`src/rtl/mrs_pkg.sv`:
```
package mrs_pkg;

  localparam int ROW_W   = 2;
  localparam int PHASE_W = 2;
  localparam int MODE_W  = 2;
  localparam int N_MODES = 1 << MODE_W;
  localparam logic [ROW_W-1:0] BANK_OFS = ROW_W'(2);

  typedef enum logic [MODE_W-1:0] {
    MODE_STATIC = 2'b00,
    MODE_MUX2   = 2'b01,
    MODE_MUX3   = 2'b10,
    MODE_MUX4   = 2'b11
  } drive_mode_e;

  typedef struct packed {
    logic                issue;
    logic [PHASE_W-1:0]  phase;
    logic                useBank;
    drive_mode_e         mode;
  } ctrl_s;

  // last phase index before wrap for each drive mode
  function automatic logic [PHASE_W-1:0] lastPhase(input drive_mode_e m);
    case (m)
      MODE_STATIC: lastPhase = PHASE_W'(0);
      MODE_MUX2:   lastPhase = PHASE_W'(1);
      MODE_MUX3:   lastPhase = PHASE_W'(2);
      default:     lastPhase = PHASE_W'(3);
    endcase
  endfunction

  // whether the drive mode supports a second RAM bank
  function automatic logic bankCapable(input drive_mode_e m);
    bankCapable = (m == MODE_STATIC) || (m == MODE_MUX2);
  endfunction

endpackage

```
`src/rtl/mrs_ctrl.sv`:
```
module mrs_ctrl
  import mrs_pkg::*;
(
  input  logic        clk,
  input  logic        rstN,
  input  logic        tick,
  input  drive_mode_e driveMode,
  input  logic        bankSel,
  output ctrl_s       ctrl
);

  drive_mode_e         modeQ;
  logic [PHASE_W-1:0]  phaseCnt;
  logic                bankQ;

  logic                modeChg;
  logic [PHASE_W-1:0]  curPhase;
  logic                frameStart;
  logic                effBank;
  logic [PHASE_W-1:0]  nextPhase;

  always_comb begin
    modeChg    = (driveMode != modeQ);
    curPhase   = modeChg ? '0 : phaseCnt;
    frameStart = (curPhase == '0);
    effBank    = frameStart ? bankSel : bankQ;
    if (curPhase >= lastPhase(driveMode))
      nextPhase = '0;
    else
      nextPhase = curPhase + PHASE_W'(1);
  end

  always_ff @(posedge clk) begin
    if (!rstN) begin
      modeQ    <= MODE_STATIC;
      phaseCnt <= '0;
      bankQ    <= 1'b0;
    end else begin
      modeQ <= driveMode;
      if (tick) begin
        phaseCnt <= nextPhase;
        if (frameStart) bankQ <= bankSel;
      end else begin
        phaseCnt <= curPhase;
      end
    end
  end

  always_comb begin
    ctrl.issue   = tick;
    ctrl.phase   = curPhase;
    ctrl.useBank = effBank;
    ctrl.mode    = driveMode;
  end

endmodule

```
`src/rtl/mrs_datapath.sv`:
```
module mrs_datapath
  import mrs_pkg::*;
(
  input  logic                clk,
  input  logic                rstN,
  input  ctrl_s               ctrl,
  output logic [ROW_W-1:0]    rowIdx,
  output logic                loadStb,
  output logic [PHASE_W-1:0]  phase
);

  logic [ROW_W-1:0] rowCand [N_MODES];
  logic [ROW_W-1:0] rowSel;

  // one candidate row per drive mode
  for (genvar m = 0; m < N_MODES; m++) begin : g_mode
    localparam drive_mode_e MODE = drive_mode_e'(m);
    always_comb begin
      if (bankCapable(MODE) && ctrl.useBank)
        rowCand[m] = ROW_W'(ctrl.phase) + BANK_OFS;
      else
        rowCand[m] = ROW_W'(ctrl.phase);
    end
  end

  always_comb rowSel = rowCand[ctrl.mode];

  always_ff @(posedge clk) begin
    if (!rstN) begin
      rowIdx  <= '0;
      phase   <= '0;
      loadStb <= 1'b0;
    end else begin
      loadStb <= ctrl.issue;
      if (ctrl.issue) begin
        rowIdx <= rowSel;
        phase  <= ctrl.phase;
      end
    end
  end

endmodule

```
`src/rtl/mux_row_selector.sv`:
```
module mux_row_selector
  import mrs_pkg::*;
(
  input  logic                clk,
  input  logic                rstN,
  input  logic                tick,
  input  logic [MODE_W-1:0]   driveMode,
  input  logic                bankSel,
  output logic [ROW_W-1:0]    rowIdx,
  output logic                loadStb,
  output logic [PHASE_W-1:0]  phase
);

  ctrl_s ctrlBus;

  mrs_ctrl u_ctrl (
    .clk       (clk),
    .rstN      (rstN),
    .tick      (tick),
    .driveMode (drive_mode_e'(driveMode)),
    .bankSel   (bankSel),
    .ctrl      (ctrlBus)
  );

  mrs_datapath u_dp (
    .clk     (clk),
    .rstN    (rstN),
    .ctrl    (ctrlBus),
    .rowIdx  (rowIdx),
    .loadStb (loadStb),
    .phase   (phase)
  );

endmodule

```
`config.mk`:
```
export PLATFORM = sky130hd
export DESIGN_NAME = mux_row_selector
export DESIGN_NICKNAME = d
export VERILOG_FILES = /design/src/rtl/mrs_pkg.sv /design/src/rtl/mrs_ctrl.sv /design/src/rtl/mrs_datapath.sv /design/src/rtl/mux_row_selector.sv
export SDC_FILE = /design/constraint.sdc
export NUM_CORES = 1
export LEC_CHECK = 0
export ABC_CLOCK_PERIOD_IN_PS = 5300
export BUFFER_PORTS_ARGS = -buffer_cell sky130_fd_sc_hd__buf_4
export CORE_AREA = 2 2 39 41
export CTS_CLUSTER_SIZE = 28
export DETAILED_ROUTE_END_ITERATION = 12
export DIE_AREA = 0 0 41 43
export GPL_TIMING_DRIVEN = 0
export PLACE_DENSITY = 0.57
export REMOVE_ABC_BUFFERS = 1
export SYNTH_ARGS = -nofsm -noshare
export SYNTH_HDL_FRONTEND = slang
export SYNTH_SLANG_ARGS = --single-unit
```
`constraint.sdc`:
```
create_clock -name clk -period 5.3 [get_ports clk]
set_input_delay 0.265 -clock clk [delete_from_list [all_inputs] [get_ports clk]]
set_output_delay 0.265 -clock clk [all_outputs]
set_load 0.01 [all_outputs]
```
# Word level (Yosys, flattened, before mapping)
# Cells that the tools add are included.
classes:
  addsub: 2
  n_mul: 0
  div: 0
  order_cmp: 2
  eq_ne: 3
  shifts: 0
  mux: 9
  n_bitwise: 1
  reduce_logical: 2
ops:
  columns: ["cell", "count"]
  rows:
  - ["2-to-1 mux 2 bit", 6]
  - ["one-hot mux 2 bit (3 select lines)", 1]
  - ["binary-select mux 2 bit (select 2 bit)", 1]
  - ["zero test 2 bit", 2]
  - ["greater-or-equal comparator 3 bit, second input constant", 1]
  - ["inverter 2 -> 3 bit", 1]
  - ["adder 2 x 1 -> 2 bit, second input constant", 1]
  - ["adder 2 bit, second input constant", 1]
  - ["== test 2 x 1 -> 1 bit, second input constant", 1]
  - ["== test 2 bit, second input constant", 1]
  - ["greater-or-equal comparator 2 bit", 1]
  - ["inequality test 2 bit", 1]
  - ["2-to-1 mux 1 bit", 1]
word_totals:
  register_bits: 10
  latch_bits: 0
  mem_bits_rw: 0
  mem_bits_ro: 0
  inputBits: 6
  output_inout_bits: 5
  elab_cells: 25
  memories: 0

# Longest topological paths before layout
# Gate-level depths: netlist (run 1).
logic_depth:
  word_depth: 8
  depth_mapped: 7
  ltp_nobuf: 7

# By module
# Synthesis (run 1) repeated with hierarchy kept, for this count alone.
hier_totals:
  hier_cells: 46
  area_unflattened_um2: 467.9
modules_own_cells:
  columns: ["mod", "n_inst", "cells_each", "area_each_um2", "seq_area_each_um2"]
  rows:
  - ["mrs_ctrl", 1, 31, 301.5, 100.1]
  - ["mrs_datapath", 1, 15, 166.4, 80.1]

# Least setup slack after synthesis (run 1)
# No wires, ideal clock.
synth_path:
  path_type: "reg-to-reg"
  from: "register u_ctrl.modeQ[1]"
  to: "register u_ctrl.phaseCnt[1]"
  setup_ns: 0.059
  arrival_time_ns: 1.619
  required_time_ns: 5.241
  setup_slack_ns: 3.623
  path_stages_with_launch: 8
  n_path_buf: 0
  synth_period_minus_slack_ns: 1.677
  path_cell_list: "dfxtp_1 xnor2_1 nand3_1 ha_1 nand2b_1 a211oi_1 a22o_1 and2_1"
synth_via:
  elab_chain_cells: 5
  word_cells_on_any_way: 6
  classes_between: "add/sub (1); order compare (1); eq/ne (1); mux (3)"
synth_rtl:
  columns: ["item", "line", "source"]
  rows:
  - ["start: declaration", "mrs_ctrl.sv:12", "drive_mode_e modeQ;"]
  - ["start signal: assignment", "mrs_ctrl.sv:39", "modeQ <= driveMode;"]
  - ["inequality test 2 bit (*)", "mrs_ctrl.sv:23", "modeChg = (driveMode != modeQ);"]
  - ["2-to-1 mux 2 bit (*)", "mrs_ctrl.sv:24", "curPhase = modeChg ? '0 : phaseCnt;"]
  - ["adder 2 x 1 -> 2 bit / greater-or-equal comparator 2 bit (equally long branches)", "mrs_ctrl.sv:30, mrs_ctrl.sv:27", null]
  - ["2-to-1 mux 2 bit", "mrs_ctrl.sv:27", "if (curPhase >= lastPhase(driveMode))"]
  - ["2-to-1 mux 2 bit (*)", "mrs_ctrl.sv:40", "if (tick) begin"]
  - ["end signal: assignment", "mrs_ctrl.sv:41", "phaseCnt <= nextPhase;"]
  - ["end signal: assignment", "mrs_ctrl.sv:44", "phaseCnt <= curPhase;"]
  - ["end: declaration", "mrs_ctrl.sv:13", "logic [PHASE_W-1:0] phaseCnt;"]
# Every way passes the cells marked *; elsewhere a longest branch is shown, timed or not.
# A chain may end at the register's enable or synchronous reset.

# Worst setup path in the final report (run 1)
# Ends and elaborated chain as after synthesis.

==> results.tsv, run 1 <==
metric	value	unit
Fin. Hold Viols	0	
skew final	3.37	ps
relative slew slack	0.812	
type of the tightest min-delay check	primary input to flip-flop	
Port Buffer Count	10	
Post-Syn Area	429	um^2
Hold Crit Depth	2	
CTS tree	built	
RSZ-0062 raised after global routing	no	
Final Max Slew Viols	0	
First DRT Iteration DRCs	1	
largest net degree at the start of global routing	10	
fin crit share	0.344	
root buf cell	clkbuf_4	
simple-gate share of the synthesized area	0.195	
average size of a mapped cell	9.98	um^2
crit path kind	flip-flop to flip-flop	
postcts setup bufs	0	
vias	299	
Yosys reg bits	9	
status	complete, no violations	
row count	14	
Final Power	0.000143	W
number of global-route vias before repair	282	
Setup WS pre-CTS	3350	ps
Worst Reg-to-Reg Cells	7	
Final #Nets	65	
clk_lat worst skew	260	ps
die area	0.00176	mm^2
share of cells above drive strength 1	0.309	
total gr overflow	0	
Num CTS Buffers	3	
setup tns final	0	ps
CTS H-tree lvls	1	
hold-fix buffer count after cts	0	
ant diodes	0	
Post-Route WL	703	um
number of flops mapped to enable cells by yosys	0	
Area Growth Syn to Fin	25.7	%
initial antenna violation count	0	
drt drc	0	
CP arrival	2030	ps
Fmax	0.549	GHz
asr flop ratio synth	0	
drt pass-1 iters	4	
Initial Util	0.310	
Worst-Margin Slew	280	ps
Die H	43	um
PwrDens	265	mW/mm^2
Post-CTS Resized	0	
# setup viols final	0	
sequential fraction of the synthesis area	0.420	
clock slew at reported path FFs	60	ps
Critical Path End Type	flip-flop	
first-pass GRT wire length	1180	um
Clock Sinks	9	
Synth cell types	22	
top-level port count	11	
Core ar.	0.00138	mm^2
main combinational cell family by area after synthesis	simple AND/OR/NAND/NOR gates	
Detailed Place HPWL	502	um
FILL cells	141	
Synth area leader	dfxtp_1	
final period demand of the worst path	1820	ps
clock buffer depth	2	
Synth Area in Compound Gates	0.0729	
most instantiated cells after synthesis	dfxtp_1, and2_1, mux2i_1	
most frequent cell after synthesis	dfxtp_1	
share of the synthesized area in the top cell type	0.420	
global-route usage over all layers	0.109	
Fin Hold WS	220	ps
Post-Syn Instances	43	
Synth Area in XOR/XNOR	0.0787	
crit path launch type	flip-flop	
synth top area cells	dfxtp_1, mux2i_1, ha_1	
Die Width	41	um
Synth Area in Adders	0.0875	
Req. time, crit path	5510	ps
Placer Congestion	0.741	
post-synthesis mux area share	0.0933	
Leak	0.259	nW
Final WS setup	3480	ps
wire length per cell	9.90	um
main flop type after synthesis	dfxtp_1	
antenna viol nets, final	0	
Vias/cell	4.21	
total of max-cap violations	0	
Max VDD drop	0.000132	V
Synth Warn #	0	
crit-path max FO	4	
-- logic make-up after synthesis --
family / count (synthesis)
AND/OR/NAND/NOR: 14
buffers and inverters: 5
multiplexers: 4
AO/OA/AOI/OAI: 5
XOR/XNOR: 3
flip-flops: 9
adder cells (fa/ha/maj): 3
-- flip-flops by register name (all words and copies together) (netlist names) --
name	flops
u_ctrl.modeQ	2
u_ctrl.phaseCnt	2
u_dp.phase	2
u_ctrl.bankQ	1
u_dp.loadStb	1
u_dp.rowIdx	1
-- layout make-up --
type | instances | area (um^2) | area share
Inverter | 3 | 11.3 | 0.0209
Clock buffer | 4 | 26.3 | 0.0487
Timing Repair Buffer | 10 | 75.1 | 0.139
Sequential cell | 9 | 180 | 0.334
Multi-Input combinational cell | 29 | 226 | 0.420
Tap cell | 16 | 20.0 | 0.0371
-- per-stage QoR --
step,utilization,instance area (um^2),instances
4_1_cts,0.390,539,71
6_report,0.390,539,71
3_3_place_gp,0.371,513,67
5_1_grt,0.390,539,71
2_1_floorplan,-,418,41
3_5_place_dp,0.371,513,67
-- cells in the final DEF (no fill, tap or decap), types with 2 or more instances in the layout --
| cell type | instances |
|---|---|
| ha_1 | 3 |
| xnor2_1 | 2 |
| buf_4 | 10 |
| clkbuf_4 | 3 |
| nand2_1 | 2 |
| nor2b_1 | 3 |
| inv_1 | 2 |
| dfxtp_1 | 9 |
| and2_1 | 4 |
| mux2i_1 | 4 |
-- worst max-delay path, stage by stage, from the launching register on --
cell and delay (ps):
dfxtp_1 310, xnor2_1 200, nand3_1 220, ha_1 330
nand2b_1 130, a211oi_1 300, a22o_1 170, and2_1 110
-- report_power, final --
part           total (W)  leakage (nW)  internal [W]  switching, W
sequential     0.0000717        0.0740     0.0000705    0.00000118
combinational  0.0000177         0.170    0.00000969    0.00000801
clock          0.0000536        0.0150     0.0000290     0.0000245
total           0.000143         0.259      0.000109     0.0000337
-- path summary, 6_finish.rpt --
check	slack (ps)	from	end
hold / removal	220	tick	u_dp.rowIdx[1]
setup reg to reg	3480	u_ctrl.modeQ[1]	u_ctrl.phaseCnt[1]
setup / recovery	3480	u_ctrl.modeQ[1]	u_ctrl.phaseCnt[1]
hold reg to reg	530	u_dp.phase[1]	u_dp.phase[1]
-- metal layers --
layer	global-route usage	wire [um]	vias up
met4	0.120	17	0
met1	0.144	336	126
li1	-	-	166
met3	0.0314	29	2
met5	0	0	-
met2	0.125	320	5
No activity file was read; power rests on OpenSTA's default activity.
==> inputs of run 2 (changes only) <==
Settings changed: ABC_AREA set to 1, ABC_CLOCK_PERIOD_IN_PS 5300 to 1800, PLACE_DENSITY 0.57 to 0.64.
Clock period 5.3 ns to 1.8 ns, I/O delays scaled along.
==> results.tsv, run 2 <==
metric	value	unit	change
drt pass-1 iters	4		unchanged
Port Buffer Count	10		unchanged
Core ar.	0.00138	mm^2	unchanged
global-route usage over all layers	0.128		+0.0193
synth top area cells	dfxtp_1, nand2_1, inv_1		
most frequent cell after synthesis	nand2_1		
share of the synthesized area in the top cell type	0.346		-0.0737
wire length per cell	8.27	um	-16%
die area	0.00176	mm^2	unchanged
# setup viols final	0		unchanged
Max VDD drop	0.000273	V	+110%
Yosys reg bits	9		unchanged
vias	461		+54%
Crit path largest cell delay	340	ps	about the same
Final #Nets	96		+48%
final cell count without fillers	102		+44%
postcts setup bufs	0		unchanged
initial antenna violation count	0		unchanged
Final Power	0.000440	W	+210%
Post-Syn Area	520	um^2	+21%
share of cells above drive strength 1	0.302		-0.00677
Fmax	0.624	GHz	+14%
clk_lat worst skew	260	ps	about the same
Post-Route WL	844	um	+20%
sequential fraction of the synthesis area	0.346		-0.0737
ant diodes	0		unchanged
number of global-route vias before repair	422		+50%
Final WS setup	196	ps	-3280 ps
Num CTS Buffers	3		unchanged
crit path kind	flip-flop to flip-flop		
PwrDens	706	mW/mm^2	+170%
Synth area leader	dfxtp_1		
Synth Warn #	0		unchanged
Post-Syn Instances	75		+74%
Initial Util	0.376		+0.0660
first-pass GRT wire length	1510	um	+28%
Die H	43	um	unchanged
Fin. Hold Viols	0		unchanged
drt drc	0		unchanged
setup tns final	0	ps	unchanged
CTS H-tree lvls	1		unchanged
sw frac	0.264		+0.0279
crit-path most repeated cell	nand2_1		
clock power share	0.355		-0.020
placed insts	98		+46%
switching pwr	0.000116	W	+240%
type of the tightest min-delay check	primary input to flip-flop		
biggest regs	u_ctrl.modeQ x2, u_ctrl.phaseCnt x2, u_dp.phase x2		
Area Growth Syn to Fin	19.7	%	
Slowest-stage cell, CP	dfxtp_1		
Vias/cell	4.52		+7.3%
Placer Congestion	0.737		-0.62%
Setup WS pre-CTS	137	ps	-3210 ps
Clock Sinks	9		unchanged
Detailed Place HPWL	683	um	+36%
Die Width	41	um	unchanged
Fin Hold WS	42.3	ps	-178 ps
Synth cell types	18		-18%
total of max-cap violations	0		unchanged
main flop type after synthesis	dfxtp_1		
Seq pwr share	0.483		-0.018
total gr overflow	0		unchanged
crit path launch type	flip-flop		
clock buffer depth	2		unchanged
root buf cell	clkbuf_4		
clock slew at reported path FFs	60	ps	about the same
First DRT Iteration DRCs	1		unchanged
asr flop ratio synth	0		unchanged
Final Max Slew Viols	0		unchanged
top-level port count	11		unchanged
Post-CTS Resized	0		unchanged
final period demand of the worst path	1600	ps	-219 ps
CP Cell Sequence	inv_1, nand2_1, nand2_2, nor2_4, nand2_1, ha_1, o21ai_1, nand4_1, a21oi_2		
RSZ-0062 raised after global routing	no		
status	complete, no violations		
Req. time, crit path	2000	ps	-3510 ps
CP arrival	1800	ps	-230 ps
fin crit share	0.891		+0.547
Critical Path End Type	flip-flop		
relative slew slack	0.889		+0.0775
CTS tree	built		
Worst-Margin Slew	165	ps	-116 ps
row count	14		unchanged
skew final	4.35	ps	+0.981 ps
largest net degree at the start of global routing	12		+2
Leak	0.336	nW	+30%
hold-fix buffer count after cts	0		unchanged
antenna viol nets, final	0		unchanged
internal power	0.000324	W	+200%
most instantiated cells after synthesis	nand2_1, inv_1, dfxtp_1		
commonest cells after routing, fill and taps aside	nand2_1, inv_1, buf_4		
commonest non-fill, non-tap cell in the layout	nand2_1		
crit-path max FO	4		unchanged
number of flops mapped to enable cells by yosys	0		unchanged
logic gate share of total power	0.162		+0.038
average size of a mapped cell	6.94	um^2	-30%
run 2: changes by cell type after synthesis, moves of 2 or more:
cell / change
a21oi_1: +2
and2_1: -4
inv_1: +14
inv_2: +3
mux2i_1: -4
nand2_1: +16
nand2_2: +5
nand3_1: +2
nand4_1: +2
nor2_4: +2
nor2b_1: -3
xnor2_1: -2
run 2: stage by stage:
stage	util	area, um^2
floorplan	-	502
global placement	0.431	597
detailed placement	0.431	597
CTS	0.450	623
global route	0.450	623
finish	0.450	623
run 2: final cells by class:
class	instances	area, um^2
Clock buffer	4	26.3
Sequential cell	9	180
Fill cell	151	761
Tap cell	16	20.0
Timing Repair Buffer	10	75.1
Inverter	20	75.1
Multi-Input combinational cell	43	246
run 2: final timing paths:
path | to | slack [ps] | depth (start not counted) | startpoint
worst min register to register | u_dp.phase[1] | 470 | 2 | u_dp.phase[1]
worst max-delay path | u_ctrl.phaseCnt[1] | 200 | 9 | u_ctrl.modeQ[1]
worst max register to register | u_ctrl.phaseCnt[1] | 200 | 9 | u_ctrl.modeQ[1]
worst min-delay path | u_ctrl.modeQ[0] | 40 | 3 | driveMode[0]
run 2: layer usage:
| metal | share of wire | global-route usage | wire length, um | vias to the layer above |
|---|---|---|---|---|
| li1 | - | - | - | 247 |
| met1 | 0.45 | 0.141 | 381 | 196 |
| met2 | 0.47 | 0.197 | 397 | 14 |
| met3 | 0.047 | 0.0314 | 40 | 4 |
| met4 | 0.030 | 0.100 | 25 | 0 |
| met5 | 0 | 0 | 0 | - |
run 2: logic make-up after synthesis:
| kind of cell | synth area share |
|---|---|
| and+or+nand+nor | 0.332 |
| AOI/OAI and AO/OA | 0.0697 |
| buffers and inverters | 0.180 |
| DFF | 0.346 |
| adders and majority gates | 0.0721 |
run 2: critical path: cells and delay by family, from the launching register on:
kind                       cells  cell delay [ps]
DFF                            1              340
AOI/OAI and AO/OA              2              320
adders and majority gates      1              300
buffers and inverters          1               40
and+or+nand+nor                5              530
run 2: power groups by stage:
stage | clock network, W | registers [W] | logic, W
2_1_floorplan | 0 | 0.000218 | 0.0000434
3_3_place_gp | 0 | 0.000217 | 0.0000710
3_5_place_dp | 0 | 0.000217 | 0.0000721
4_1_cts | 0.000162 | 0.000213 | 0.0000724
5_1_grt | 0.000175 | 0.000213 | 0.0000827
6_report | 0.000156 | 0.000213 | 0.0000714
==> inputs of run 3 (changes only) <==
Settings changed: CORE_AREA 2 2 39 41 to 3 3 40 42, DIE_AREA 0 0 41 43 to 0 0 43 45, MAX_ROUTING_LAYER set to met4.
==> results.tsv, run 3 (synthesis results as in run 2) <==
metric	value	unit	change
status	complete, no violations		
Req. time, crit path	2000	ps	about the same
Core Util, Final	0.484		+0.0337
Max VDD drop	0.000361	V	+32%
Core ar.	0.00128	mm^2	-7.1%
first-pass GRT wire length	1630	um	+7.7%
Slowest-stage cell, CP	dfxtp_1		
crit path launch type	flip-flop		
ant diodes	0		unchanged
switching pwr	0.000118	W	+1.8%
CTS tree	built		
number of global-route vias before repair	417		-1.2%
skew final	5.25	ps	+0.891 ps
CP Cell Sequence	inv_1, nand2_1, nand2_2, nor2_4, nand2_1, ha_1, o21ai_1, nand4_1, a21oi_2		
total of max-cap violations	0		unchanged
clock slew at reported path FFs	60	ps	about the same
largest net degree at the start of global routing	12		unchanged
relative slew slack	0.893		+0.00356
setup tns final	0	ps	unchanged
Crit path largest cell delay	350	ps	about the same
CP arrival	1830	ps	+30 ps
drt pass-1 iters	2		-2
Num CTS Buffers	3		unchanged
die area	0.00194	mm^2	+9.8%
Seq pwr share	0.481		-0.002
hold-fix buffer count after cts	0		unchanged
Vias/cell	4.49		-0.76%
commonest cells after routing, fill and taps aside	nand2_1, inv_1, buf_4		
total gr overflow	0		unchanged
Initial Util	0.405		+0.0289
Post-CTS Resized	0		unchanged
Placer Congestion	0.757		+2.8%
crit-path most repeated cell	nand2_1		
First DRT Iteration DRCs	9		+8
top-level port count	11		unchanged
Worst Reg-to-Reg Cells	9		unchanged
Detailed Place HPWL	702	um	+2.7%
# setup viols final	0		unchanged
Setup WS pre-CTS	138	ps	+0.545 ps
biggest regs	u_ctrl.modeQ x2, u_ctrl.phaseCnt x2, u_dp.phase x2		
Hold Path End	u_ctrl.modeQ[0]		
global-route usage over all layers	0.123		-0.00564
commonest non-fill, non-tap cell in the layout	nand2_1		
type of the tightest min-delay check	primary input to flip-flop		
row count	13		-1
R2R Path Start	u_ctrl.modeQ[1]		
PwrDens	711	mW/mm^2	+0.72%
Port Buffer Count	10		unchanged
fin crit share	0.906		+0.0154
Post-Route WL	962	um	+14%
Die Width	43	um	+4.9%
clk_lat worst skew	260	ps	about the same
vias	453		-1.7%
Worst-Margin Slew	160	ps	-5.30 ps
logic gate share of total power	0.163		about the same
internal power	0.000324	W	about the same
sw frac	0.267		+0.00330
Final Max Slew Viols	0		unchanged
Critical Path End Type	flip-flop		
Leak	0.336	nW	unchanged
CTS H-tree lvls	1		unchanged
final period demand of the worst path	1630	ps	+27.7 ps
flop2flop setup slack	170	ps	-30 ps
root buf cell	clkbuf_4		
wire length per cell	9.52	um	+15%
Fmax	0.613	GHz	-1.7%
Area Growth Syn to Fin	19.5	%	
Final WS setup	169	ps	-27.7 ps
Clock Sinks	9		unchanged
Final #Nets	96		unchanged
Die H	45	um	+4.7%
crit path kind	flip-flop to flip-flop		
share of cells above drive strength 1	0.302		unchanged
clock buffer depth	2		unchanged
clock power share	0.356		about the same
Fin. Hold Viols	0		unchanged
antenna viol nets, final	0		unchanged
Hold Crit Depth	3		unchanged
hold_sp	driveMode[0]		
drt drc	0		unchanged
postcts setup bufs	0		unchanged
initial antenna violation count	0		unchanged
Crit Reg-Reg Endpoint	u_ctrl.phaseCnt[1]		
crit-path max FO	4		unchanged
RSZ-0062 raised after global routing	no		
[run 3: cell counts in the layout (fill, tap and decap cells not counted)]
No cell type changed its count.
[run 3: how the worst max path moves through the flow]
stage | startpoint | endpoint | slack (ps) | cells past startpoint
final | u_ctrl.modeQ[1] | u_ctrl.phaseCnt[1] | 170 | 9
after global routing | u_ctrl.modeQ[1] | u_dp.rowIdx[1] | 30 | 12
after CTS | u_ctrl.modeQ[1] | u_ctrl.phaseCnt[1] | 90 | 9
after detailed placement | u_ctrl.modeQ[1] | u_ctrl.phaseCnt[1] | 140 | 9
after global placement | u_ctrl.modeQ[1] | u_ctrl.phaseCnt[1] | 180 | 9
after floorplan | u_ctrl.modeQ[1] | u_ctrl.phaseCnt[1] | 290 | 9
[run 3: power groups by stage]
stage,Combinational [W],Sequential [W],Clock [W]
final,0.0000720,0.000213,0.000157
after global routing,0.0000826,0.000214,0.000175
after detailed placement,0.0000718,0.000217,0
after CTS,0.0000727,0.000213,0.000163
after floorplan,0.0000434,0.000218,0
after global placement,0.0000711,0.000216,0
[run 3: critical path, delay by kind of cell (launching register included)]
family / cells / cell delay [ps]
simple gates: 5 / 540
fa+ha+maj: 1 / 300
compound gates: 2 / 320
flops: 1 / 350
buf+inv: 1 / 50
[run 3: cell type report]
cell class / count / area, um^2
Fill cell: 129 / 663
Inverter: 20 / 75.1
Timing Repair Buffer: 10 / 75.1
Sequential cell: 9 / 180
Multi-Input combinational cell: 43 / 246
Tap cell: 15 / 18.8
Clock buffer: 4 / 26.3
[run 3: per-layer routing]
layer  global-route usage  wire length, um
met5                    -                0
met4                0.108               31
met3               0.0398               56
met2                0.195              443
met1                0.120              430
[run 3: per-stage QoR]
step	hold WS, ps	std cells	power [W]	cell area, um^2
after floorplan	183	72	0.000262	502
after global placement	307	97	0.000288	596
after detailed placement	310	97	0.000289	596
after CTS	35.9	101	0.000449	622
after global routing	47.4	101	0.000471	622
final	38.0	101	0.000442	622
